### src/rtl/lag_mm_pkg.sv
package lag_mm_pkg;

    typedef enum logic [1:0] {
        RUN_IDLE   = 2'd0,
        RUN_ACTIVE = 2'd1,
        RUN_DONE   = 2'd2
    } run_state_e;

endpackage

### src/rtl/lag_mm_line.sv
module lag_mm_line #(
    parameter int LAG_MAX = 1024,
    parameter int LAG_W   = $clog2(LAG_MAX + 1)
) (
    input  logic             clk,
    input  logic             rst_n,
    input  logic             smp_en,
    input  logic             smp_bit,
    input  logic [LAG_W-1:0] lag,
    output logic             cmp_vld,
    output logic             cmp_diff
);

    typedef struct packed {
        logic [LAG_MAX-1:0] line;
        logic [LAG_W-1:0]   fill;
        logic [LAG_W-1:0]   lag;
    } line_t;

    line_t s_d, s_q;

    logic [LAG_MAX-1:0] tap_hit;
    logic               tail;
    logic               lag_chg;

    // one-hot tap select: position i holds the bit from i+1 samples back
    for (genvar i = 0; i < LAG_MAX; i++) begin : g_tap
        assign tap_hit[i] = (lag == LAG_W'(i + 1)) & s_q.line[i];
    end

    assign tail    = |tap_hit;
    assign lag_chg = (lag != s_q.lag);

    always_comb begin
        s_d     = s_q;
        s_d.lag = lag;
        if (lag_chg) begin
            s_d.fill = '0;
        end else if (smp_en && (s_q.fill != LAG_W'(LAG_MAX))) begin
            s_d.fill = s_q.fill + LAG_W'(1);
        end
        if (smp_en) begin
            s_d.line = LAG_MAX'({s_q.line, smp_bit});
        end
        cmp_vld  = smp_en && !lag_chg && (lag != '0) && (s_q.fill >= lag);
        cmp_diff = smp_bit ^ tail;
    end

    always_ff @(posedge clk or negedge rst_n) begin
        if (!rst_n) begin
            s_q <= '0;
        end else begin
            s_q <= s_d;
        end
    end

endmodule

### src/rtl/lag_mm_window.sv
module lag_mm_window #(
    parameter int CNT_W = 8
) (
    input  logic             clk,
    input  logic             rst_n,
    input  logic             meas,
    input  logic             diff,
    input  logic             clear,
    input  logic [CNT_W-1:0] win,
    output logic [CNT_W-1:0] cnt_out,
    output logic             cnt_vld,
    output logic             win_last
);

    typedef struct packed {
        logic [CNT_W-1:0] pos;
        logic [CNT_W-1:0] mm;
        logic [CNT_W-1:0] cnt;
        logic             vld;
    } win_t;

    win_t s_d, s_q;

    logic [CNT_W-1:0] pos_inc;
    logic [CNT_W-1:0] sum;

    always_comb begin
        s_d      = s_q;
        s_d.vld  = 1'b0;
        pos_inc  = s_q.pos + CNT_W'(1);
        sum      = s_q.mm + CNT_W'(diff);
        win_last = meas && (pos_inc == win);
        if (clear) begin
            s_d.pos = '0;
            s_d.mm  = '0;
        end else if (meas) begin
            if (win_last) begin
                s_d.cnt = sum;
                s_d.vld = 1'b1;
                s_d.pos = '0;
                s_d.mm  = '0;
            end else begin
                s_d.pos = pos_inc;
                s_d.mm  = sum;
            end
        end
    end

    always_ff @(posedge clk or negedge rst_n) begin
        if (!rst_n) begin
            s_q <= '0;
        end else begin
            s_q <= s_d;
        end
    end

    assign cnt_out = s_q.cnt;
    assign cnt_vld = s_q.vld;

endmodule

### src/rtl/lag_mm_run.sv
module lag_mm_run
    import lag_mm_pkg::*;
#(
    parameter int RUN_LEN = 8192,
    parameter int RUN_W   = (RUN_LEN > 1) ? $clog2(RUN_LEN) : 1
) (
    input  logic clk,
    input  logic rst_n,
    input  logic start,
    input  logic win_last,
    output logic busy,
    output logic done,
    output logic start_ok
);

    typedef struct packed {
        run_state_e       st;
        logic [RUN_W-1:0] k;
    } run_t;

    run_t s_d, s_q;

    always_comb begin
        s_d      = s_q;
        start_ok = start && (s_q.st != RUN_ACTIVE);
        if (start_ok) begin
            s_d.st = RUN_ACTIVE;
            s_d.k  = '0;
        end else if ((s_q.st == RUN_ACTIVE) && win_last) begin
            if (s_q.k == RUN_W'(RUN_LEN - 1)) begin
                s_d.st = RUN_DONE;
                s_d.k  = '0;
            end else begin
                s_d.k = s_q.k + RUN_W'(1);
            end
        end
    end

    always_ff @(posedge clk or negedge rst_n) begin
        if (!rst_n) begin
            s_q <= '{st: RUN_IDLE, k: '0};
        end else begin
            s_q <= s_d;
        end
    end

    assign busy = (s_q.st == RUN_ACTIVE);
    assign done = (s_q.st == RUN_DONE);

endmodule

### src/rtl/lag_mismatch_counter.sv
module lag_mismatch_counter #(
    parameter int   LAG_MAX = 1024,
    parameter int   WIN_MAX = 255,
    parameter int   RUN_LEN = 8192,
    localparam int  LAG_W   = $clog2(LAG_MAX + 1),
    localparam int  CNT_W   = $clog2(WIN_MAX + 1),
    localparam int  RUN_W   = (RUN_LEN > 1) ? $clog2(RUN_LEN) : 1
) (
    input  logic             clk,
    input  logic             rst_n,
    input  logic             smp_en,
    input  logic             smp_bit,
    input  logic [LAG_W-1:0] lag_cfg,
    input  logic [CNT_W-1:0] win_cfg,
    input  logic             start,
    output logic [CNT_W-1:0] cnt_out,
    output logic             cnt_vld,
    output logic             busy,
    output logic             done
);

    logic cmp_vld;
    logic cmp_diff;
    logic win_last;
    logic start_ok;
    logic meas;

    lag_mm_line #(.LAG_MAX(LAG_MAX), .LAG_W(LAG_W)) u_line (
        .clk      (clk),
        .rst_n    (rst_n),
        .smp_en   (smp_en),
        .smp_bit  (smp_bit),
        .lag      (lag_cfg),
        .cmp_vld  (cmp_vld),
        .cmp_diff (cmp_diff)
    );

    assign meas = cmp_vld && busy;

    lag_mm_window #(.CNT_W(CNT_W)) u_win (
        .clk      (clk),
        .rst_n    (rst_n),
        .meas     (meas),
        .diff     (cmp_diff),
        .clear    (start_ok),
        .win      (win_cfg),
        .cnt_out  (cnt_out),
        .cnt_vld  (cnt_vld),
        .win_last (win_last)
    );

    lag_mm_run #(.RUN_LEN(RUN_LEN), .RUN_W(RUN_W)) u_run (
        .clk      (clk),
        .rst_n    (rst_n),
        .start    (start),
        .win_last (win_last),
        .busy     (busy),
        .done     (done),
        .start_ok (start_ok)
    );

endmodule

### config.mk
export PLATFORM = sky130hd
export DESIGN_NAME = lag_mismatch_counter
export DESIGN_NICKNAME = d
export VERILOG_FILES = /design/src/rtl/lag_mm_pkg.sv /design/src/rtl/lag_mm_line.sv /design/src/rtl/lag_mm_window.sv /design/src/rtl/lag_mm_run.sv /design/src/rtl/lag_mismatch_counter.sv
export SDC_FILE = /design/constraint.sdc
export NUM_CORES = 2
export LEC_CHECK = 0
export CORE_AREA = 2 2 286 288
export CTS_BUF_LIST = sky130_fd_sc_hd__clkbuf_8
export CTS_CLUSTER_DIAMETER = 120
export CTS_CLUSTER_SIZE = 20
export DETAILED_ROUTE_END_ITERATION = 10
export DIE_AREA = 0 0 288 290
export DONT_BUFFER_PORTS = 1
export PLACE_DENSITY_LB_ADDON = 0.3
export SLEW_MARGIN = 20
export SYNTH_ARGS = -nofsm -noshare
export SYNTH_HDL_FRONTEND = slang
export SYNTH_SLANG_ARGS = --single-unit
export TNS_END_PERCENT = 10
### constraint.sdc
create_clock -name clk -period 7.6 [get_ports clk]
set_input_delay 0 -clock clk [delete_from_list [all_inputs] [get_ports clk]]
set_output_delay 0 -clock clk [all_outputs]
set_load 0.02 [all_outputs]
After elaboration in Yosys (flattened, before gate mapping) --
Cells that the tools add are included.
Word-level totals: bits in latches 0, memories 0, flip-flop bits (word level) 1086, ROM bits 0, memory bits (writable) 0
Cells by class: shift operators 0, $mul 0, reduce and logical (&&, ||, !) cells 17, divide/modulo/power cells 0, bitwise operators 1026, $lt $le $gt $ge 1, mux-type cells 11, equal/unequal tests 1031, add/subtract/negate cells 4
Operator list (count):
- 11-bit by 10-bit == test with 1-bit output (second input constant) | 512
- 11-bit by 9-bit == test with 1-bit output (second input constant) | 256
- 11-bit by 8-bit == test with 1-bit output (second input constant) | 128
- 1-bit bitwise AND | 1024
- 1024-bit OR reduction | 1
- 11-bit by 7-bit == test with 1-bit output (second input constant) | 64
- 11-bit by 6-bit == test with 1-bit output (second input constant) | 32
- 11-bit by 5-bit == test with 1-bit output (second input constant) | 16
- 11-bit by 4-bit == test with 1-bit output (second input constant) | 8
- 11-bit by 3-bit == test with 1-bit output (second input constant) | 4
- 16-bit two-way mux | 2
- 15-bit two-way mux | 2
- 25-bit two-way mux | 1
- 11-bit by 2-bit == test with 1-bit output (second input constant) | 2
- 11-bit two-way mux | 2
- 13-bit by 1-bit adder with 13-bit output (second input constant) | 1
- 13-bit == test (second input constant) | 1
- 13-bit two-way mux | 1
- 11-bit by 1-bit adder with 11-bit output (second input constant) | 1
- 11-bit by 1-bit == test with 1-bit output (second input constant) | 1
- 11-bit == test (second input constant) | 1
- 11-bit >= comparator | 1
- 11-bit inequality test | 1
- 11-bit inequality test (second input constant) | 1
- 17 further kinds | 27

Depth between registers and ports, before layout --
word-level depth 10, depth in mapped cells 22, gate-level depth less buffers 17

Hierarchy --
A second synthesis with hierarchy kept.
Second synthesis, totals: cells, all modules 3638, area total of the unflattened synthesis 48646.7 um^2
Modules (own cells, without submodules):
- lag_mm_line | cells each 3413, area an instance 46358.2 um^2, seq. area each 26175.1 um^2, times used 1
- lag_mm_window | cells each 143, area an instance 1498.9 um^2, seq. area each 625.6 um^2, times used 1
- lag_mm_run | cells each 81, area an instance 783.3 um^2, seq. area each 375.4 um^2, times used 1
- lag_mismatch_counter | cells each 1, area an instance 6.3 um^2, seq. area each 0.0 um^2, times used 1

Worst setup path after synthesis --
OpenSTA, ideal clock, no wires.
kind input -> register, start point in lag_cfg[1], end point reg u_win.s_q[16] (netlist name), stages on the path 19, arrival 3521 ps, path buffers 2, slack 3945 ps, path through buf_2 buf_6 and4b_4 a222oi_1 o22ai_1 or3_1 or4_1 nor4_1 a31oi_1 a31oi_1 o2111ai_1 xor2_1 ha_1 and3_1 and3_1 and3_1 nor2_1 o21ai_0 a21oi_1
Between the ends: longest elaborated chain between the ends 10
RTL lines:
- from (decl) | line lag_mismatch_counter.sv:13 | input logic [LAG_W-1:0] lag_cfg,
- branches (longest 10 deep; another with 8-bit by 1-bit adder with 8-bit output)
- to (signal assigned) | line lag_mm_window.sv:51 | s_q <= '0;
- to (signal assigned) | line lag_mm_window.sv:53 | s_q <= s_d;
- to (decl) | line lag_mm_window.sv:22 | win_t s_d, s_q;
Parallel ways; which one is timed is not known. The select of a mux whose other input is x is not followed. A chain may end at the register's enable or synchronous reset.

Final worst setup path --
start point reg u_line.s_q[360] (netlist name), end point reg u_win.s_q[16] (netlist name)
Between the ends: longest elaborated chain between the ends 7
RTL lines:
- from (decl) | line lag_mm_line.sv:20 | line_t s_d, s_q;
- from (signal assigned) | line lag_mm_line.sv:51 | s_q <= '0;
- from (signal assigned) | line lag_mm_line.sv:53 | s_q <= s_d;
- 1-bit bitwise AND | line lag_mm_line.sv:28 | assign tap_hit[i] = (lag == LAG_W'(i + 1)) & s_q.line[i];
- 1024-bit OR reduction | line lag_mm_line.sv:31 | assign tail = |tap_hit;
- 1-bit bitwise XOR | line lag_mm_line.sv:46 | cmp_diff = smp_bit ^ tail;
- 8-bit by 1-bit adder with 8-bit output | line lag_mm_window.sv:31 | sum = s_q.mm + CNT_W'(diff);
- 16-bit two-way mux | line lag_mm_window.sv:37 | if (win_last) begin
- 25-bit two-way mux | line lag_mm_window.sv:36 | end else if (meas) begin
- 16-bit two-way mux | line lag_mm_window.sv:33 | if (clear) begin
No other way between the ends. The select of a mux whose other input is x is not followed.

==> results.md <==
* Setup tns final at 0 ns
* Row cnt at 104
* Post-synth top area share at 56.7%
* Multi-input gate area at 0.0198 mm^2
* Global route total overflow at 0
* Crit path from: u_line.s_q[360]$_DFFE_PN0P_
* Initial drt markers at 5165
* First-pass GRT wire length at 229 mm
* Vias/cell at 6.95
* Flop2flop setup slack at 2.59 ns
* Failing checks: negative hold slack
* Synth top cells by count: dfrtp_1 (1086), mux2_2 (1027), a22oi_1 (271)
* Max-cap violations at 0
* Sink Count at 1086
* Count leader, synth: dfrtp_1
* Register area at 0.0272 mm^2
* Hold Crit Class: in -> reg
* Max Slew Vio Count at 0
* CTS tree: done
* DR vias at 36222
* Post-CTS Resized at 0
* CP arrival at 5.67 ns
* # fillers at 5100
* Most common flop cell mapped by yosys: dfrtp_1
* Number of synthesized flops with an enable pin at 0
* Hold wc startpoint: smp_en
* R2r startpoint: u_line.s_q[360]$_DFFE_PN0P_
* Run status: finished with violations
* RSZ-0062 raised after global routing: no
* Area leader, netlist: dfrtp_1
* Die Wd at 288 um
* Chip Height at 290 um
* Hold_ws at -0.0445 ns
* Ys async rst share at 100%
* Mapped Area at 0.0480 mm^2
* Distinct cells, synth at 61
* Worst-Skew Late Latency at 0.78 ns
* Headroom to the max-slew limit at 10.9%
* Pre-CTS setup slack at 2.64 ns
* Final setup margin at 2.59 ns
* Post-Syn Area per Cell at 13.5 um^2
* Worst setup EP type: flop
* Final min period at 5.01 ns
* Drt pass-1 iters at 9
* WL/cell at 29.3 um
* Pleak at 0.0285 uW
* Synth top area cells: dfrtp_1 (57%), mux2_2 (24%), a22oi_1 (4.2%)
* Worst Setup Start Kind: flop
* Sequential-to-total area share from yosys stat at 56.7%
* Total Power at 9070 uW
* Clock Skews at 0.0288 ns
* Initial Util at 59.8%
* Routed WL at 153 mm
* H-tree depth reported by CTS at 2
* Share of cells above drive strength 1 at 28.7%
* Layout area overhead at 19.6%
* Core footprint at 0.0802 mm^2
* Num CTS Buffers at 60
* Crit share post-route at 65.9%
* VDD IR-drop max at 0.150 mV
* DRC viols at 0
* CP Data Required Time at 8.27 ns
* I/O pin cnt at 35
* Clk root buf: clkbuf_8
* Largest net degree at the start of global routing at 1087
* Synth Register Bits at 1086
* Port Buffers at 0
* Initial antenna violation count at 10
* DP Wirelength at 84.0 mm
* Yosys warns at 0
* Gr usage total at 36.0%
* Pwr per Cell Area at 158 mW/mm^2
* DRT antenna net count at 0
* Post-Synthesis Net Count at 3603
* Max Freq at 0.200 GHz
* Final hold vios at 6
* Final-report setup violation count at 0
* Clk slew on worst S/H paths at 0.13 ns
* Fin cells at 5215
* GP Congestion at 0.932
* Critical path class: reg -> reg
* Number of global-route vias before repair at 37132
* CP Max Fanout at 4
* Net count, final at 4188
* Die Area at 0.0835 mm^2
* Cells after DPL at 4397
* CTS Buffer Depth at 3
* Slew @ Worst Pin at 1.34 ns
* Post-Synthesis Cells at 3562
-- layout make-up --
type	count	area share, %
multi-input combinational	2178	34.5
clock buffer	61	1.46
tap	1060	2.31
inverter	16	0.105
clock inverter	3	0.0545
sequential	1086	47.4
timing repair buffer	805	14.2
antenna	6	0.0262
-- sequential cells by signal, indices dropped and copies added (netlist names) --
signal,count
u_line.s_q,1046
u_run.s_q,15
u_win.cnt_out,8
u_win.cnt_vld,1
u_win.s_q,16
-- layout by cell type, fill, tap and decap left out, types with 45 or more instances in the layout --
cell type      count
a21oi_1           60
a221oi_1          63
a22o_1            75
a22oi_1          271
buf_4             56
clkbuf_8          61
dfrtp_1         1086
dlygate4sd3_1    737
mux2_2          1027
nand2_1           45
nand3_1          103
nor2_1            64
o22ai_1           72
-- path summary, 6_finish.rpt --
path	end	cells past startpoint
setup / recovery	u_win.s_q[16]$_DFFE_PN0P_	16
hold / removal	u_line.s_q[635]$_DFFE_PN0P_	2
setup reg to reg	u_win.s_q[16]$_DFFE_PN0P_	16
hold reg to reg	u_line.s_q[514]$_DFFE_PN0P_	1
max in group asynchronous	u_line.s_q[946]$_DFFE_PN0P_	7
min in group asynchronous	u_line.s_q[601]$_DFFE_PN0P_	4
-- stage by stage --
| step | hold slack (ns) | area (um^2) | util, % |
|---|---|---|---|
| floorplan | -0.296 | 48000 | - |
| global placement | -0.212 | 48800 | 60.9 |
| detailed placement | -0.218 | 48800 | 60.9 |
| CTS | -1.02 | 57100 | 71.2 |
| global route | -0.0387 | 57400 | 71.6 |
| finish | -0.0445 | 57400 | 71.6 |
-- critical path, stage by stage (launching register included) --
cell       delay [ns]
dfrtp_1          0.42
a222oi_1         0.43
o22ai_1          0.15
or3_1            0.34
or4_1            0.52
nor4_1           0.28
a31oi_1          0.27
a31oi_1          0.53
o2111ai_1        0.41
xor2_1           0.29
ha_1             0.21
and3_1           0.25
and3_1           0.26
and3_1           0.26
nor2_1           0.05
o21ai_0          0.14
a21oi_1          0.08
-- routing by layer --
metal / routed length [um] / global-route usage [%] / part of all wire [%] / vias to the layer above
li1: - / - / - / 14665
met1: 56500 / 46.9 / 37 / 18548
met2: 68600 / 54.2 / 45 / 2307
met3: 16400 / 9.24 / 11 / 692
met4: 11200 / 22.3 / 7.3 / 10
met5: 58 / 0 / 0.038 / -
-- timing repair --
action,4_1_cts,5_1_grt
hold buffers,734,6
buffers inserted,0,0
hold endpoints to repair,2159,460
-- report_power, final --
part | internal (uW) | switching, uW | total, uW | leakage [uW]
sequential | 5850 | 63.1 | 5910 | 0.0151
combinational | 283 | 341 | 624 | 0.0129
clock | 729 | 1800 | 2530 | 0.000446
total | 6860 | 2210 | 9070 | 0.0285
-- kinds of logic after synthesis --
logic type	count (synthesis)	synth area share (%)
AOI/OAI and AO/OA	688	10.7
muxes	1030	24.2
DFF	1086	56.7
adders and majority gates	17	0.443
xor gates and xnor gates	52	0.949
buffers and inverters	298	2.57
and+or+nand+nor	391	4.53
Note: power is estimated with default switching activity, not from simulation.
